## src/rtl/ctl3w_pkg.sv

```systemverilog
package ctl3w_pkg;

  typedef enum logic [1:0] {
    ST_IDLE,
    ST_ADDR,
    ST_VAL,
    ST_ARM
  } frame_st_e;

  // Power-up code for function register idx of width w.
  function automatic logic [31:0] rst_code(input int idx, input int w);
    case (idx)
      2, 3:    return 32'd1 << (w - 1);  // tone flat (mid-scale)
      4:       return 32'd1;             // control: mute set
      default: return 32'd0;             // volume minimum, others off
    endcase
  endfunction

endpackage

```

## src/rtl/ctl3w_sync.sv

```systemverilog
module ctl3w_sync #(
  parameter int          W       = 1,
  parameter int          STAGES  = 2,
  parameter logic [W-1:0] RST_VAL = '0
) (
  input  logic         clk,
  input  logic         rst_n,
  input  logic [W-1:0] d,
  output logic [W-1:0] q
);

  logic [W-1:0] stg [STAGES];

  always_ff @(posedge clk or negedge rst_n) begin
    if (!rst_n) begin
      for (int s = 0; s < STAGES; s++) stg[s] <= RST_VAL;
    end else begin
      stg[0] <= d;
      for (int s = 1; s < STAGES; s++) stg[s] <= stg[s-1];
    end
  end

  assign q = stg[STAGES-1];

endmodule

```

## src/rtl/ctl3w_frame.sv

```systemverilog
module ctl3w_frame
  import ctl3w_pkg::*;
#(
  parameter int                        DATA_W    = 8,
  parameter int                        FUNC_W    = 3,
  parameter int                        STAT_W    = 2,
  parameter logic [DATA_W-FUNC_W-1:0]  DEV_MATCH = 5'b01000
) (
  input  logic              clk,
  input  logic              rst_n,
  input  logic              bclk_s,
  input  logic              bid_s,
  input  logic              bdat_s,
  input  logic [STAT_W-1:0] stat_s,
  output logic              commit,
  output logic [FUNC_W-1:0] commit_idx,
  output logic [DATA_W-1:0] commit_val,
  output logic              od_pull
);

  localparam int CNT_W = $clog2(DATA_W + 1);
  localparam logic [CNT_W-1:0] FULL = CNT_W'(DATA_W);

  frame_st_e         st, st_n;
  logic [CNT_W-1:0]  cnt, cnt_n;
  logic [DATA_W-1:0] sh, sh_n;
  logic [FUNC_W-1:0] fidx, fidx_n;
  logic              bclk_d, bid_d;
  logic              clk_rise, id_rise, id_fall;
  logic [DATA_W-1:0] shifted;

  assign clk_rise = bclk_s & ~bclk_d;
  assign id_rise  = bid_s & ~bid_d;
  assign id_fall  = ~bid_s & bid_d;
  assign shifted  = {bdat_s, sh[DATA_W-1:1]};

  always_comb begin
    st_n   = st;
    cnt_n  = cnt;
    sh_n   = sh;
    fidx_n = fidx;
    commit = 1'b0;
    case (st)
      ST_IDLE: begin
        if (id_fall) begin
          st_n  = ST_ADDR;
          cnt_n = '0;
        end
      end
      ST_ADDR: begin
        if (id_rise) begin
          if (cnt == FULL && sh[DATA_W-1:FUNC_W] == DEV_MATCH) begin
            st_n   = ST_VAL;
            fidx_n = sh[FUNC_W-1:0];
            cnt_n  = '0;
          end else begin
            st_n = ST_IDLE;
          end
        end else if (clk_rise) begin
          if (cnt == FULL) begin
            st_n = ST_IDLE;
          end else begin
            sh_n  = shifted;
            cnt_n = cnt + CNT_W'(1);
          end
        end
      end
      ST_VAL: begin
        if (id_fall) begin
          if (cnt == FULL) begin
            st_n = ST_ARM;
          end else begin
            st_n  = ST_ADDR;
            cnt_n = '0;
          end
        end else if (clk_rise) begin
          if (cnt == FULL) begin
            st_n = ST_IDLE;
          end else begin
            sh_n  = shifted;
            cnt_n = cnt + CNT_W'(1);
          end
        end
      end
      ST_ARM: begin
        if (id_rise) begin
          commit = 1'b1;
          st_n   = ST_IDLE;
        end else if (clk_rise) begin
          st_n = ST_IDLE;
        end
      end
      default: st_n = ST_IDLE;
    endcase
  end

  always_comb begin
    od_pull = 1'b0;
    if (st == ST_VAL && fidx == {FUNC_W{1'b1}}) begin
      for (int k = 0; k < STAT_W; k++) begin
        if (cnt == CNT_W'(k) && !stat_s[k]) od_pull = 1'b1;
      end
    end
  end

  always_ff @(posedge clk or negedge rst_n) begin
    if (!rst_n) begin
      st     <= ST_IDLE;
      cnt    <= '0;
      sh     <= '0;
      fidx   <= '0;
      bclk_d <= 1'b0;
      bid_d  <= 1'b1;
    end else begin
      st     <= st_n;
      cnt    <= cnt_n;
      sh     <= sh_n;
      fidx   <= fidx_n;
      bclk_d <= bclk_s;
      bid_d  <= bid_s;
    end
  end

  assign commit_idx = fidx;
  assign commit_val = sh;

endmodule

```

## src/rtl/ctl3w_regfile.sv

```systemverilog
module ctl3w_regfile
  import ctl3w_pkg::*;
#(
  parameter int DATA_W = 8,
  parameter int FUNC_W = 3
) (
  input  logic                           clk,
  input  logic                           rst_n,
  input  logic                           wr_en,
  input  logic [FUNC_W-1:0]              wr_idx,
  input  logic [DATA_W-1:0]              wr_val,
  output logic [(DATA_W<<FUNC_W)-1:0]    regs_q
);

  localparam int NFUNC = 1 << FUNC_W;

  for (genvar k = 0; k < NFUNC; k++) begin : g_reg
    localparam logic [31:0] RV32 = rst_code(k, DATA_W);
    logic              hit;
    logic [DATA_W-1:0] q;

    assign hit = wr_en && (wr_idx == FUNC_W'(k));

    always_ff @(posedge clk or negedge rst_n) begin
      if (!rst_n)   q <= RV32[DATA_W-1:0];
      else if (hit) q <= wr_val;
    end

    assign regs_q[k*DATA_W +: DATA_W] = q;
  end

endmodule

```

## src/rtl/ctl3w_slave.sv

```systemverilog
module ctl3w_slave
  import ctl3w_pkg::*;
#(
  parameter int                       DATA_W    = 8,
  parameter int                       FUNC_W    = 3,
  parameter int                       STAT_W    = 2,
  parameter int                       SYNC_N    = 2,
  parameter logic [DATA_W-FUNC_W-1:0] DEV_MATCH = 5'b01000
) (
  input  logic                        clk,
  input  logic                        rst_n,
  input  logic                        bus_clk,
  input  logic                        bus_id,
  input  logic                        bus_data,
  input  logic [STAT_W-1:0]           stat_n,
  output logic                        data_pull,
  output logic [(DATA_W<<FUNC_W)-1:0] func_regs
);

  localparam int SW = 3 + STAT_W;
  localparam logic [SW-1:0] SYNC_RST = {{STAT_W{1'b1}}, 1'b1, 1'b1, 1'b0};

  logic [SW-1:0]     sync_q;
  logic              clk_sync, id_sync, dat_sync;
  logic [STAT_W-1:0] stat_sync;
  logic              commit;
  logic [FUNC_W-1:0] commit_idx;
  logic [DATA_W-1:0] commit_val;

  ctl3w_sync #(.W(SW), .STAGES(SYNC_N), .RST_VAL(SYNC_RST)) u_sync (
    .clk   (clk),
    .rst_n (rst_n),
    .d     ({stat_n, bus_data, bus_id, bus_clk}),
    .q     (sync_q)
  );

  assign clk_sync  = sync_q[0];
  assign id_sync   = sync_q[1];
  assign dat_sync  = sync_q[2];
  assign stat_sync = sync_q[SW-1:3];

  ctl3w_frame #(
    .DATA_W(DATA_W), .FUNC_W(FUNC_W), .STAT_W(STAT_W), .DEV_MATCH(DEV_MATCH)
  ) u_frame (
    .clk        (clk),
    .rst_n      (rst_n),
    .bclk_s     (clk_sync),
    .bid_s      (id_sync),
    .bdat_s     (dat_sync),
    .stat_s     (stat_sync),
    .commit     (commit),
    .commit_idx (commit_idx),
    .commit_val (commit_val),
    .od_pull    (data_pull)
  );

  ctl3w_regfile #(.DATA_W(DATA_W), .FUNC_W(FUNC_W)) u_regs (
    .clk    (clk),
    .rst_n  (rst_n),
    .wr_en  (commit),
    .wr_idx (commit_idx),
    .wr_val (commit_val),
    .regs_q (func_regs)
  );

endmodule

```

## config.mk

```make
export PLATFORM = sky130hd
export DESIGN_NAME = ctl3w_slave
export DESIGN_NICKNAME = d
export VERILOG_FILES = /design/src/rtl/ctl3w_pkg.sv /design/src/rtl/ctl3w_sync.sv /design/src/rtl/ctl3w_frame.sv /design/src/rtl/ctl3w_regfile.sv /design/src/rtl/ctl3w_slave.sv
export SDC_FILE = /design/constraint.sdc
export NUM_CORES = 1
export LEC_CHECK = 0
export CELL_PAD_IN_SITES_DETAIL_PLACEMENT = 1
export CELL_PAD_IN_SITES_GLOBAL_PLACEMENT = 1
export CORE_ASPECT_RATIO = 0.5
export CORE_MARGIN = 4
export CORE_UTILIZATION = 55
export DETAILED_ROUTE_END_ITERATION = 10
export DONT_BUFFER_PORTS = 1
export HOLD_SLACK_MARGIN = 0.08
export PLACE_DENSITY_LB_ADDON = 0.3
export SYNTH_ARGS = -nofsm -noshare
export SYNTH_HDL_FRONTEND = slang
export SYNTH_SLANG_ARGS = --single-unit
```

## constraint.sdc

```tcl
create_clock -name clk -period 2.97 [get_ports clk]
set_clock_uncertainty 0.2 [all_clocks]
set_input_delay 0.1485 -clock clk [delete_from_list [all_inputs] [get_ports clk]]
set_output_delay 0.1485 -clock clk [all_outputs]
set_load 0.02 [all_outputs]
```

==> metrics.txt, run 1 <==
CTS tree=built; final setup violating endpoints=0; io pins=a little over 70; Max Fclk=approximately 440 MHz; Layout Nets=287; worst rel slew slack=49.12%; cell row count=21; post-synthesis sequential area ratio=approximately three fifths; initial antenna violation count=0; Avg Inst Size Synth=about 15 um^2; core area=between 6000 and 7000 um^2; part of the cycle the worst path needs=approximately 76%; number of flops mapped to enable cells by yosys=0; synth warn=0; wire per inst=roughly 24 um; Num CTS Buffers=9; Final min period=around 2.3 ns; final hold viol count=0; first-pass GRT wire length=around 14000 um; CP arrival=between 2 and 2.5 ns; Via Count=roughly 2200; Clock Latency Late Sink=0.34 ns; Required @ worst endpoint=approximately 3 ns; Async SR Flop Fraction=100.0%; commonest non-fill, non-tap cell in the layout=dfrtp_1; Final Slew Violations=0; total power draw=just under 3000 uW; Hold Crit Depth=0; cell depth of the worst setup path=4; Mapped Cells=roughly 260; drt pass-1 iters=4; gpl congestion=a little over 0.8; Power Density=approximately 670 nW/um^2; Worst path slowest cell=nor3_2; full die area=8469 um^2; Tot GR Track Use=22.99%; Initial Util=57.12%; synthesized area=between 3000 and 4000 um^2; setup TNS=0 ns; RSZ-0062 raised after global routing=no; CP Buf/Inv Count=0; vias per cell=between 5 and 6; Worst Max-Slew Pin Slew=0.7591 ns; CTS Sinks=a little over 90; DRT antenna net count=0; commonest cells after routing, fill and taps aside=81 x dfrtp_1, 74 x mux2_2, 12 x dfstp_2; layout cell share with drive strength beyond 1=between 40% and 50%; fillcell total=642; CP max FO=8; DIE WIDTH=126.2 um; worst min-delay path category=flop to flop; Iter 0 DRT Violations=about 100; Yosys reg bits=93; GRT overflow=0; clock root cell=clkbuf_16; Die Height=roughly 67 um; diode count=0; largest net degree at the start of global routing=between 90 and 100; vias in the first global route=approximately 2500; Pleak=about 0.0020 uW; CP Class=flop to flop; H-tree levels=3; worst r2r path cells=4; Reg clk slew, reported paths=0.06 ns; CP Cell Sequence=nor2b_4, nand2_1, nor3_2, mux2_2; CP top delay family=simple AND/OR/NAND/NOR gates; library cells used by synthesis=36; slowest stage delay, CP=0.60 ns; Mapped Nets=around 280; port bufs=0; Layout area overhead=11.20%; ys flop type=dfrtp_1; startpoint class of the critical path=flop; Max-Cap Viols=0; Post CTS Setup Buffer Count=0; Max IR drop VDD=roughly 440 uV; drt total wl=8942 um; clk buf depth=2; CP Capture Type=flop; status=completed; DR DRC count=0; Post-DP HPWL=5682 um
[cells in the mapped netlist, drive strengths merged, types with 3 or more instances]
cell type | count | area share, %
o21ai | 6 | 0.78
buf | 3 | 0.36
nand2b | 5 | 0.81
inv | 9 | 0.88
ha | 9 | 2.9
mux2 | 75 | 22
dfstp | 12 | 8.2
a21oi | 6 | 0.78
clkbuf | 7 | 0.68
nor2 | 11 | 1.2
nand2 | 7 | 0.68
dfrtp | 81 | 53
nand4 | 4 | 0.65
o22ai | 3 | 0.49
nand3b | 3 | 1.1
nor3 | 4 | 0.65
[cells by family (layout without fill, tap and decap cells)]
logic type | after synthesis | count (layout) | synth area share [%]
flops | 93 | 93 | 60.96
mux | 75 | 75 | 21.98
simple gates | 45 | 45 | 8.532
compound gates | 21 | 21 | 3.679
buf+inv | 19 | 33 | 1.921
fa+ha+maj | 9 | 9 | 2.931
[timing repair]
action	4_1_cts	5_1_grt
endpoints found under the hold margin	98	0
hold buffers	7	0
resized for setup	0	0
[state kept, by name (all words and copies together) (netlist names)]
signal / count
u_frame.bclk_d: 1
u_frame.bid_d: 1
u_frame.cnt: 4
u_frame.commit_idx: 3
u_frame.commit_val: 8
u_frame.st: 2
u_regs.g.q: 64
u_sync.q: 5
u_sync.stg: 5
[final cells by class]
| cell class | count | area (um^2) | share of cell area (%) |
|---|---|---|---|
| inverter | 9 | 33.78 | 0.7906 |
| timing repair buffer | 8 | 95.09 | 2.225 |
| multi-input combinational | 150 | 1426 | 33.38 |
| tap | 92 | 115.1 | 2.694 |
| clock inverter | 4 | 23.77 | 0.5564 |
| clock buffer | 12 | 236.5 | 5.534 |
| sequential | 93 | 2342 | 54.82 |
[power by group]
group          internal, uW  leakage [uW]  total, uW  switching [uW]
registers              1340       0.00124       1560             221
logic                   134      0.000655        302             168
clock network           566      0.000131       1020             457
[metal layers]
metal / share of wire, % / track usage, % / routed length [um] / vias up
li1: - / - / - / 946
met1: 41 / 26.40 / 3631 / 1154
met2: 52 / 40.01 / 4623 / 51
met3: 6.4 / 10.65 / 575 / 9
met4: 1.2 / 5.615 / 111 / 0
met5: 0 / 0 / 0 / -
[per-stage QoR]
stage	cell area (um^2)	hold WS [ns]	cells	setup WS, ns	util [%]
2_1_floorplan	3842	-0.3471	262	0.9942	-
3_3_place_gp	3925	-0.3448	345	0.8368	58.35
3_5_place_dp	3925	-0.3447	345	0.7610	58.35
4_1_cts	4273	0.1437	368	0.6570	63.52
5_1_grt	4273	0.1395	368	0.6125	63.52
6_report	4273	0.1533	368	0.7116	63.52
[final timing paths]
check / from / end / slack [ns]
worst max-delay path: u_sync.q[1] / u_regs.g_reg[3].q[3] / 0.71
worst min-delay path: u_sync.stg[7] / u_sync.q[2] / 0.15
worst max register to register: u_sync.q[1] / u_regs.g_reg[3].q[3] / 0.71
worst min register to register: u_sync.stg[7] / u_sync.q[2] / 0.15
max in group asynchronous: rst_n / u_regs.g_reg[3].q[7] / 1.97
min in group asynchronous: rst_n / u_frame.cnt[0] / 0.17
No activity file was read; power rests on OpenSTA's default activity.
==> run 2, diff against run 1 <==
Settings changed: CORE_UTILIZATION 55 to 46.
Clock period 2.97 ns to 1.9 ns, I/O delays scaled along.
==> run 2 against run 1 <==
The flow now finishes with violations (hold timing, setup timing). First-iteration DRC count rose by 32%. Non-clock buffer count increased by 35. Sequential power increased by 46%. Utilization is 1.6 points lower. Routed wire length increased by 13%. Via count up 8.5%. Register-to-register slack lost 0.80 ns.
==> metrics.txt, run 2 (synthesis gave the netlist of run 1 again) <==
Die Height=roughly 73 um; H-tree levels=3; CP max FO=3; fillcell total=~750; core area=between 8000 and 9000 um^2; Reg clk slew, reported paths=about 0.06 ns; clk buf depth=2; CP Capture Type=flop; RSZ-0062 raised after global routing=yes; Tot GR Track Use=21.25%; Post-DP HPWL=6140 um; fin area=about 5000 um^2; drt total wl=~10000 um; DR DRC count=0; status=finished with violations; CTS Sinks=93; port bufs=0; Layout area overhead=29.86%; Num CTS Buffers=9; DRT antenna net count=0; commonest non-fill, non-tap cell in the layout=dfrtp_1; vias per cell=about 5.5; startpoint class of the critical path=flop; Layout Nets=322; Worst Max-Slew Pin Slew=between 0.4 and 0.5 ns; Clock Latency Late Sink=between 0.3 and 0.4 ns; DIE WIDTH=around 140 um; Biggest register=u_regs.g.q; CP arrival=2.02 ns; Final min period=about 2.0 ns; diode count=0; Required @ worst endpoint=slightly below 2 ns; placed instance count=around 390; CTS Hold Bufs=5; violated checks=hold timing, setup timing; CTS tree=built; DP Area=between 4000 and 5000 um^2; setup TNS=-2.681 ns; io pins=72; clock root cell=clkbuf_16; final worst slack=-0.09038 ns; CP Class=flop to flop; final setup violating endpoints=61; Final Hold Slack=-0.7591 ns; full die area=~10000 um^2; Max Fclk=about 500 MHz; vias in the first global route=around 2700; worst min-delay path category=primary input to asynchronous set/reset pin; Initial Util=between 40% and 50%; layout cell share with drive strength beyond 1=roughly 60%; gpl congestion=~0.84; Pleak=0.002385 uW; Final Non-Filler Cells=~420; initial antenna violation count=0; Max IR drop VDD=around 680 uV; Largest register FFs=64; Final Slew Violations=0; total power draw=~5300 uW; part of the cycle the worst path needs=104.8%; Iter 0 DRT Violations=roughly 130; largest net degree at the start of global routing=94; drt pass-1 iters=4; worst rel slew slack=around two thirds; Max-Cap Viols=0; first-pass GRT wire length=about 15000 um; wire per inst=between 20 and 25 um; Via Count=~2300; Power Density=1061 nW/um^2; commonest cells after routing, fill and taps aside=77 x dfrtp_1, 49 x mux2_2, 27 x buf_4; cell row count=23; final hold viol count=between 90 and 100; GRT overflow=0
[run 2: path summary, 6_finish.rpt]
kind / start / to / slack, ns / depth (start not counted)
max: u_frame.commit_val[5] / u_frame.commit_idx[2] / -0.09 / 3
min: rst_n / u_frame.cnt[1] / -0.76 / 0
min reg2reg: u_sync.stg[8] / u_sync.q[3] / 0.16 / 0
max in group asynchronous: rst_n / u_regs.g_reg[2].q[7] / 2.04 / 0
max reg2reg: u_frame.commit_val[5] / u_frame.commit_idx[2] / -0.09 / 3
min in group clk: bus_id / u_sync.stg[6] / 0.09 / 1
[run 2: cell type report]
cell class                 count  area (um^2)  share of cell area (%)
inverter                       9        36.28                  0.7272
timing repair buffer          43        402.9                   8.074
sequential                    93         2347                   47.04
multi-input combinational    150         1753                   35.13
clock inverter                 4        73.82                   1.479
clock buffer                  12        236.5                   4.739
tap                          112        140.1                   2.808
[run 2: critical path: stages, from the launching register on]
cell and delay, ns:
dfrtp_1 0.38, or4b_4 0.57, nor4_4 0.33, mux2_2 0.39
[run 2: timing repair]
item,CTS,global route
buffers inserted,5,5
hold endpoints to repair,98,93
pin swaps,9,10
resized for setup,38,44
setup endpoints to repair,72,80
[run 2: through the flow]
stage | utilization, % | setup WS, ns | hold slack [ns]
6_report | 61.93 | -0.09038 | -0.7591
5_1_grt | 61.93 | -0.1407 | -0.7771
3_3_place_gp | 52.17 | -0.06602 | -0.3985
4_1_cts | 59.04 | -0.1160 | -0.7680
2_1_floorplan | - | -0.0002828 | -0.4006
3_5_place_dp | 52.17 | -0.2157 | -0.3991
[run 2: per-layer routing]
| metal | part of all wire (%) | wire length (um) | vias to the layer above | track usage (%) |
|---|---|---|---|---|
| li1 | - | - | 1010 | - |
| met1 | 41 | 4116 | 1262 | 24.72 |
| met2 | 51 | 5152 | 51 | 36.52 |
| met3 | 5.9 | 593 | 21 | 8.609 |
| met4 | 2.4 | 238 | 0 | 6.637 |
| met5 | 0 | 0 | - | 0 |
[run 2: where the power goes]
part,total [uW],internal [uW],switching (uW)
Combinational,1130,498,635
Sequential,2270,2100,177
Clock,1890,1150,732
Total,5290,3750,1540
